[config.mk]
export PLATFORM = sky130hd
export DESIGN_NAME = input_capture_unit
export DESIGN_NICKNAME = d
export VERILOG_FILES = /design/src/rtl/icu_pkg.sv /design/src/rtl/icu_sync_edge.sv /design/src/rtl/icu_trigger.sv /design/src/rtl/icu_src_mux.sv /design/src/rtl/input_capture_unit.sv
export SDC_FILE = /design/constraint.sdc
export NUM_CORES = 1
export LEC_CHECK = 0
export BUFFER_PORTS_ARGS = -buffer_cell sky130_fd_sc_hd__buf_4
export CAP_MARGIN = 20
export CORE_MARGIN = 4
export CORE_UTILIZATION = 48
export DETAILED_ROUTE_END_ITERATION = 8
export GPL_ROUTABILITY_DRIVEN = 0
export GPL_TIMING_DRIVEN = 1
export PLACE_DENSITY = 0.78
export SYNTH_ARGS = -nofsm -noshare
export SYNTH_HDL_FRONTEND = slang
export SYNTH_HIERARCHICAL = 1
export SYNTH_SLANG_ARGS = --single-unit
[constraint.sdc]
create_clock -name clk -period 3.35 [get_ports clk]
set_clock_uncertainty 0.05 [all_clocks]
set_input_delay 0.67 -clock clk [delete_from_list [all_inputs] [get_ports clk]]
set_output_delay 0.67 -clock clk [all_outputs]
set_load 0.005 [all_outputs]
[src/rtl/icu_pkg.sv]
package icu_pkg;

    localparam int MODE_W    = 4;
    localparam int SEL_W     = 2;
    localparam int DIV_SHORT = 4;
    localparam int DIV_LONG  = 16;
    localparam int PER_W     = $clog2(DIV_LONG) + 1;
    localparam int CNT_W     = $clog2(DIV_LONG);

    localparam logic [MODE_W-1:0] MODE_OFF    = 4'b0000;
    localparam logic [MODE_W-1:0] MODE_FALL   = 4'b0100;
    localparam logic [MODE_W-1:0] MODE_RISE   = 4'b0101;
    localparam logic [MODE_W-1:0] MODE_RISE4  = 4'b0110;
    localparam logic [MODE_W-1:0] MODE_RISE16 = 4'b0111;

    typedef enum logic [1:0] {
        TRIG_NONE,
        TRIG_FALL,
        TRIG_RISE,
        TRIG_RISE_DIV
    } trig_e;

    typedef struct packed {
        logic             off;
        trig_e            kind;
        logic [PER_W-1:0] period;
    } mode_dec_t;

    typedef struct packed {
        logic level;
        logic rise;
        logic fall;
    } edge_t;

    function automatic mode_dec_t decode_mode(input logic [MODE_W-1:0] m);
        mode_dec_t d;
        d.off    = (m == MODE_OFF);
        d.kind   = TRIG_NONE;
        d.period = PER_W'(1);
        case (m)
            MODE_FALL:   d.kind = TRIG_FALL;
            MODE_RISE:   d.kind = TRIG_RISE;
            MODE_RISE4: begin
                d.kind   = TRIG_RISE_DIV;
                d.period = PER_W'(DIV_SHORT);
            end
            MODE_RISE16: begin
                d.kind   = TRIG_RISE_DIV;
                d.period = PER_W'(DIV_LONG);
            end
            default:     d.kind = TRIG_NONE;
        endcase
        return d;
    endfunction

    function automatic logic is_capture_mode(input logic [MODE_W-1:0] m);
        return (m == MODE_FALL) || (m == MODE_RISE) ||
               (m == MODE_RISE4) || (m == MODE_RISE16);
    endfunction

endpackage

[src/rtl/icu_sync_edge.sv]
module icu_sync_edge
    import icu_pkg::*;
#(
    parameter int STAGES = 2
) (
    input  logic  clk,
    input  logic  rst,
    input  logic  pin_in,
    output edge_t edges
);

    logic [STAGES-1:0] sync_q;
    logic              prev_q;

    always_ff @(posedge clk) begin
        if (rst) begin
            sync_q <= '0;
            prev_q <= 1'b0;
        end else begin
            sync_q <= {sync_q[STAGES-2:0], pin_in};
            prev_q <= sync_q[STAGES-1];
        end
    end

    always_comb begin
        edges.level = sync_q[STAGES-1];
        edges.rise  = sync_q[STAGES-1] & ~prev_q;
        edges.fall  = ~sync_q[STAGES-1] & prev_q;
    end

endmodule

[src/rtl/icu_trigger.sv]
module icu_trigger
    import icu_pkg::*;
(
    input  logic      clk,
    input  logic      rst,
    input  logic      restart,
    input  mode_dec_t dec,
    input  edge_t     edges,
    output logic      fire
);

    logic [CNT_W-1:0] cnt_q;
    logic             at_last;

    assign at_last = ({{(PER_W-CNT_W){1'b0}}, cnt_q} == (dec.period - PER_W'(1)));

    always_ff @(posedge clk) begin
        if (rst || restart) begin
            cnt_q <= '0;
        end else if (dec.kind == TRIG_RISE_DIV && edges.rise) begin
            cnt_q <= at_last ? '0 : cnt_q + CNT_W'(1);
        end
    end

    always_comb begin
        case (dec.kind)
            TRIG_FALL:     fire = edges.fall;
            TRIG_RISE:     fire = edges.rise;
            TRIG_RISE_DIV: fire = edges.rise & at_last & ~restart;
            default:       fire = 1'b0;
        endcase
    end

endmodule

[src/rtl/icu_src_mux.sv]
module icu_src_mux
    import icu_pkg::*;
#(
    parameter int UNIT_IDX = 1,
    parameter int TMR_W    = 16
) (
    input  logic [SEL_W-1:0] tmr_sel,
    input  logic [TMR_W-1:0] tmr_a,
    input  logic [TMR_W-1:0] tmr_b,
    output logic [TMR_W-1:0] src_val
);

    logic take_b;

    generate
        if (UNIT_IDX == 2) begin : g_second
            assign take_b = (tmr_sel != 2'b00);
        end else begin : g_first
            assign take_b = tmr_sel[1];
        end
    endgenerate

    assign src_val = take_b ? tmr_b : tmr_a;

endmodule

[src/rtl/input_capture_unit.sv]
module input_capture_unit
    import icu_pkg::*;
#(
    parameter int UNIT_IDX    = 1,
    parameter int TMR_W       = 16,
    parameter int SYNC_STAGES = 2
) (
    input  logic             clk,
    input  logic             rst,
    input  logic             pin_in,
    input  logic [3:0]       mode_sel,
    input  logic [1:0]       tmr_sel,
    input  logic [TMR_W-1:0] tmr_a,
    input  logic [TMR_W-1:0] tmr_b,
    input  logic             flag_clr,
    output logic [TMR_W-1:0] cap_value,
    output logic             cap_flag
);

    mode_dec_t         dec;
    logic [MODE_W-1:0] mode_q;
    logic              restart;
    edge_t             edges;
    logic              fire;
    logic [TMR_W-1:0]  src_val;
    logic [TMR_W-1:0]  value_q;
    logic              flag_q;

    assign dec     = decode_mode(mode_sel);
    assign restart = dec.off | (mode_sel != mode_q);

    always_ff @(posedge clk) begin
        if (rst) mode_q <= MODE_OFF;
        else     mode_q <= mode_sel;
    end

    icu_sync_edge #(.STAGES(SYNC_STAGES)) u_sync (
        .clk    (clk),
        .rst    (rst),
        .pin_in (pin_in),
        .edges  (edges)
    );

    icu_trigger u_trig (
        .clk     (clk),
        .rst     (rst),
        .restart (restart),
        .dec     (dec),
        .edges   (edges),
        .fire    (fire)
    );

    icu_src_mux #(.UNIT_IDX(UNIT_IDX), .TMR_W(TMR_W)) u_mux (
        .tmr_sel (tmr_sel),
        .tmr_a   (tmr_a),
        .tmr_b   (tmr_b),
        .src_val (src_val)
    );

    always_ff @(posedge clk) begin
        if (rst)       value_q <= '0;
        else if (fire) value_q <= src_val;
    end

    always_ff @(posedge clk) begin
        if (rst)           flag_q <= 1'b0;
        else if (dec.off)  flag_q <= 1'b0;
        else if (fire)     flag_q <= 1'b1;
        else if (flag_clr) flag_q <= 1'b0;
    end

    assign cap_value = value_q;
    assign cap_flag  = flag_q;

endmodule

=== Word-level counts from Yosys, hierarchy flattened ===
Cells that the tools add are included.

* Register bits after elaboration: 28
* Input bits: 42
* Output and inout port bits: 17

* $add $sub $neg: 2
* Bitwise logic cells: 8
* Reductions and logical operators: 6
* Muxes and demuxes: 7
* Equality and inequality tests: 9

{| class="wikitable"
|+ Operators with widths
! cell !! count
|-
| $eq 4x3->1 const B || 4
|-
| $mux 16 || 1
|-
| $pmux 5 s2 || 1
|-
| $pmux 2 s3 || 1
|-
| $eq 4x5->1 || 1
|-
| $sub 5x1->5 const B || 1
|-
| $add 4x1->4 const B || 1
|-
| $and 1x1->1 || 4
|-
| $eq 2x2->1 const B || 2
|-
| $logic_not 4->1 || 1
|-
| $mux 4 || 1
|-
| $ne 4x4->1 || 1
|-
| $reduce_or 2->1 || 2
|-
| $not 1->1 || 3
|-
| $pmux 1 s3 || 1
|-
| $eq 2x1->1 const B || 1
|-
| $mux 1 || 2
|-
| $reduce_bool 2->1 || 1
|-
| $logic_and 1x1->1 || 1
|-
| $logic_or 1x1->1 || 1
|-
| $or 1x1->1 || 1
|}

=== Logic depth before layout (Yosys ltp) ===
* Depth in word-level cells: 8
* Gate-level depth with buffers: 12

=== Cells and area by module ===
The synthesis kept the hierarchy.

{| class="wikitable"
|+ Modules (own cells, without submodules)
! module !! cells an instance !! area an instance (µm²) !! times used
|-
| input_capture_unit || 81 || 817.0 || 1
|-
| icu_trigger || 37 || 344.1 || 1
|-
| icu_src_mux || 18 || 249.0 || 1
|-
| icu_sync_edge || 9 || 98.8 || 1
|}

=== Worst setup path before layout ===
OpenSTA, ideal clock, no wires.

* Path type: input port to flip-flop
* From: in mode_sel[3]
* To: reg value_q[0], in the netlist cap_value[0]
* Required time: 3.172 ns
* Stages on the path: 10
* Data arrival time: 2.653 ns
* Setup time: 0.128 ns
* Setup slack: 0.519 ns
* Path through: nand2b_1 > a21oi_1 > nand3_2 > or3_4 > nor4_4 > a21o_1 > buf_4 > buf_6 > mux2i_1 > nor2_1

{| class="wikitable"
|+ RTL lines
! element !! line !! source
|-
| from (decl) || input_capture_unit.sv:11 || <nowiki>input logic [3:0] mode_sel,</nowiki>
|-
| to (signal assigned) || input_capture_unit.sv:62 || <nowiki>else if (fire) value_q <= src_val;</nowiki>
|-
| to (decl) || input_capture_unit.sv:26 || <nowiki>logic [TMR_W-1:0] value_q;</nowiki>
|}

==> flow_metrics.tcl <==
set metrics [dict create \
    cpPeakStageDelay_ns 0.43 \
    nets 249 \
    hold_viol 0 \
    drc_errors 0 \
    fmax_ghz 0.368 \
    cts_tree "done" \
    dr.first_iter.drc_count 31 \
    core_um2 3030 \
    routedWlPerCell_um 12.1 \
    crit_start "mode_sel[3]" \
    ant_nets 0 \
    hpwl_mm 2.37 \
    crit_type "input pin to register" \
    grt_pass1_vias 1185 \
    post_cts_buffers 0 \
    cp.required_ns 3.52 \
    grt_use_met1_pct 17.8 \
    cp-start-kind "input pin" \
    cp_top_family "simple AND/OR/NAND/NOR gates" \
    root_buffer "clkbuf_4" \
    final_common_cell "buf_4" \
    outcome "complete, no violations" \
    final.min_clock_period_ns 2.72 \
    clkLatencyLatePin_ns 0.32 \
    rows 20 \
    dr.pass1.iters 3 \
    fp.dieW_um 63.9 \
    critPathMaxFanout 17 \
    drv_cap 0 \
    cts.sinks 28 \
    cp_num_buf_inv 2 \
    grt_use_total_pct 15.6 \
    tns_ns 0 \
    syn_to_final_growth_pct 33.3 \
    finalWorstSetupSlack_ns 0.634 \
    cp.arrival_ns 2.89 \
    grt_util_met2_pct 27.2 \
    htree_levels 1 \
    path_cells "buf_4, nand2b_1, a21oi_1, nand3_2, or3_4, nor4_4, a21o_1, buf_12, mux2i_1, nor2_1" \
    most-common-layout-cells "58 x buf_4, 28 x dfxtp_1, 23 x nor2_1" \
    p_per_area_nw_per_um2 308 \
    netlist_instances 144 \
    clk_pin_slew_ns 0.14 \
    cp-end-kind "register" \
    vias 1173 \
    avgViaCountPerCell 4.73 \
    cts_resized 0 \
    hold_start "u_sync/sync_q[0]$_SDFF_PP0_" \
    ys_warn_count 6 \
    layout-drive-gt1-share_pct 41.7 \
    drt-total-wl_mm 3.01 \
    overflow 0 \
    hold_path.class "register to register" \
    design.die.area_um2 4090 \
    cts_max_path_buffers 2 \
    start_util_pct 49.6 \
    grt_setup_unrepaired "no" \
    syn_avg_cell_area_um2 10.4 \
    r2r_start "u_sync/sync_q[1]$_SDFF_PP0_" \
    grt_util_met3_pct 3.87 \
    cts_buffers 3 \
    syn-cell-area_um2 1500 \
    post-route-period-util_pct 81.1 \
    pin_count 59 \
    hold_buffers 0 \
    leakage_nw 0.880 \
    cpMaxStageDelayCell "or3_4" \
    final_core_util_pct 66.1 \
    finalMaxSlewViolations 0 \
    grt_pass1_wl_mm 5.02 \
    grt_max_degree 29 \
    fp.dieH_um 63.9 \
    place_ws_ns 0.262 \
    diodes 0 \
    antenna_found_initial 0 \
    fillCellCount 248 \
    peakVddDrop_mv 0.173 \
    port_buffers 57 \
    finalSetupViolCount 0 \
    top_usage_layer "met2" \
]
## path summary, 6_finish.rpt
check	end	slack [ns]	depth (start not counted)
worst min register to register	u_sync/sync_q[1]$_SDFF_PP0_	0.41	1
worst min-delay path	u_sync/sync_q[1]$_SDFF_PP0_	0.41	1
worst max register to register	cap_value[9]$_SDFFE_PP0P_	1.05	8
worst max-delay path	cap_value[9]$_SDFFE_PP0P_	0.63	10
## power by group
part | switching [mW] | internal (mW)
Sequential | 0.00304 | 0.340
Combinational | 0.0426 | 0.0692
Clock | 0.0945 | 0.0665
Total | 0.140 | 0.476
## state kept, by name (all words and copies together) (netlist names)
register       flops
u_sync/sync_q      2
cap_flag           1
cap_value         16
u_trig/cnt_q       4
mode_q             4
u_sync/prev_q      1
## routing by layer
| layer | wire length, um | vias to the layer above |
|---|---|---|
| li1 | - | 603 |
| met1 | 1230 | 527 |
| met2 | 1500 | 37 |
| met3 | 210 | 6 |
| met4 | 69 | 0 |
| met5 | 0 | - |
## through the flow
step                      instance area [um2]  power (mW)  cells  hold WS, ns
after CTS                                2000       0.624    248        0.417
after global routing                     2000       0.647    248        0.419
after floorplan                          1510       0.413    147        0.364
final                                    2000       0.616    248        0.412
after global placement                   1970       0.459    244        0.384
after detailed placement                 1970       0.462    244        0.377
## cell type report
cell class | count | area (um2) | area share (%)
Timing Repair Buffer | 59 | 455 | 22.8
Multi-Input combinational cell | 109 | 880 | 43.9
Tap cell | 44 | 55.1 | 2.75
Clock buffer | 4 | 36.3 | 1.81
Inverter | 4 | 15.0 | 0.750
Sequential cell | 28 | 561 | 28.0
Note: power is estimated with default switching activity, not from simulation.
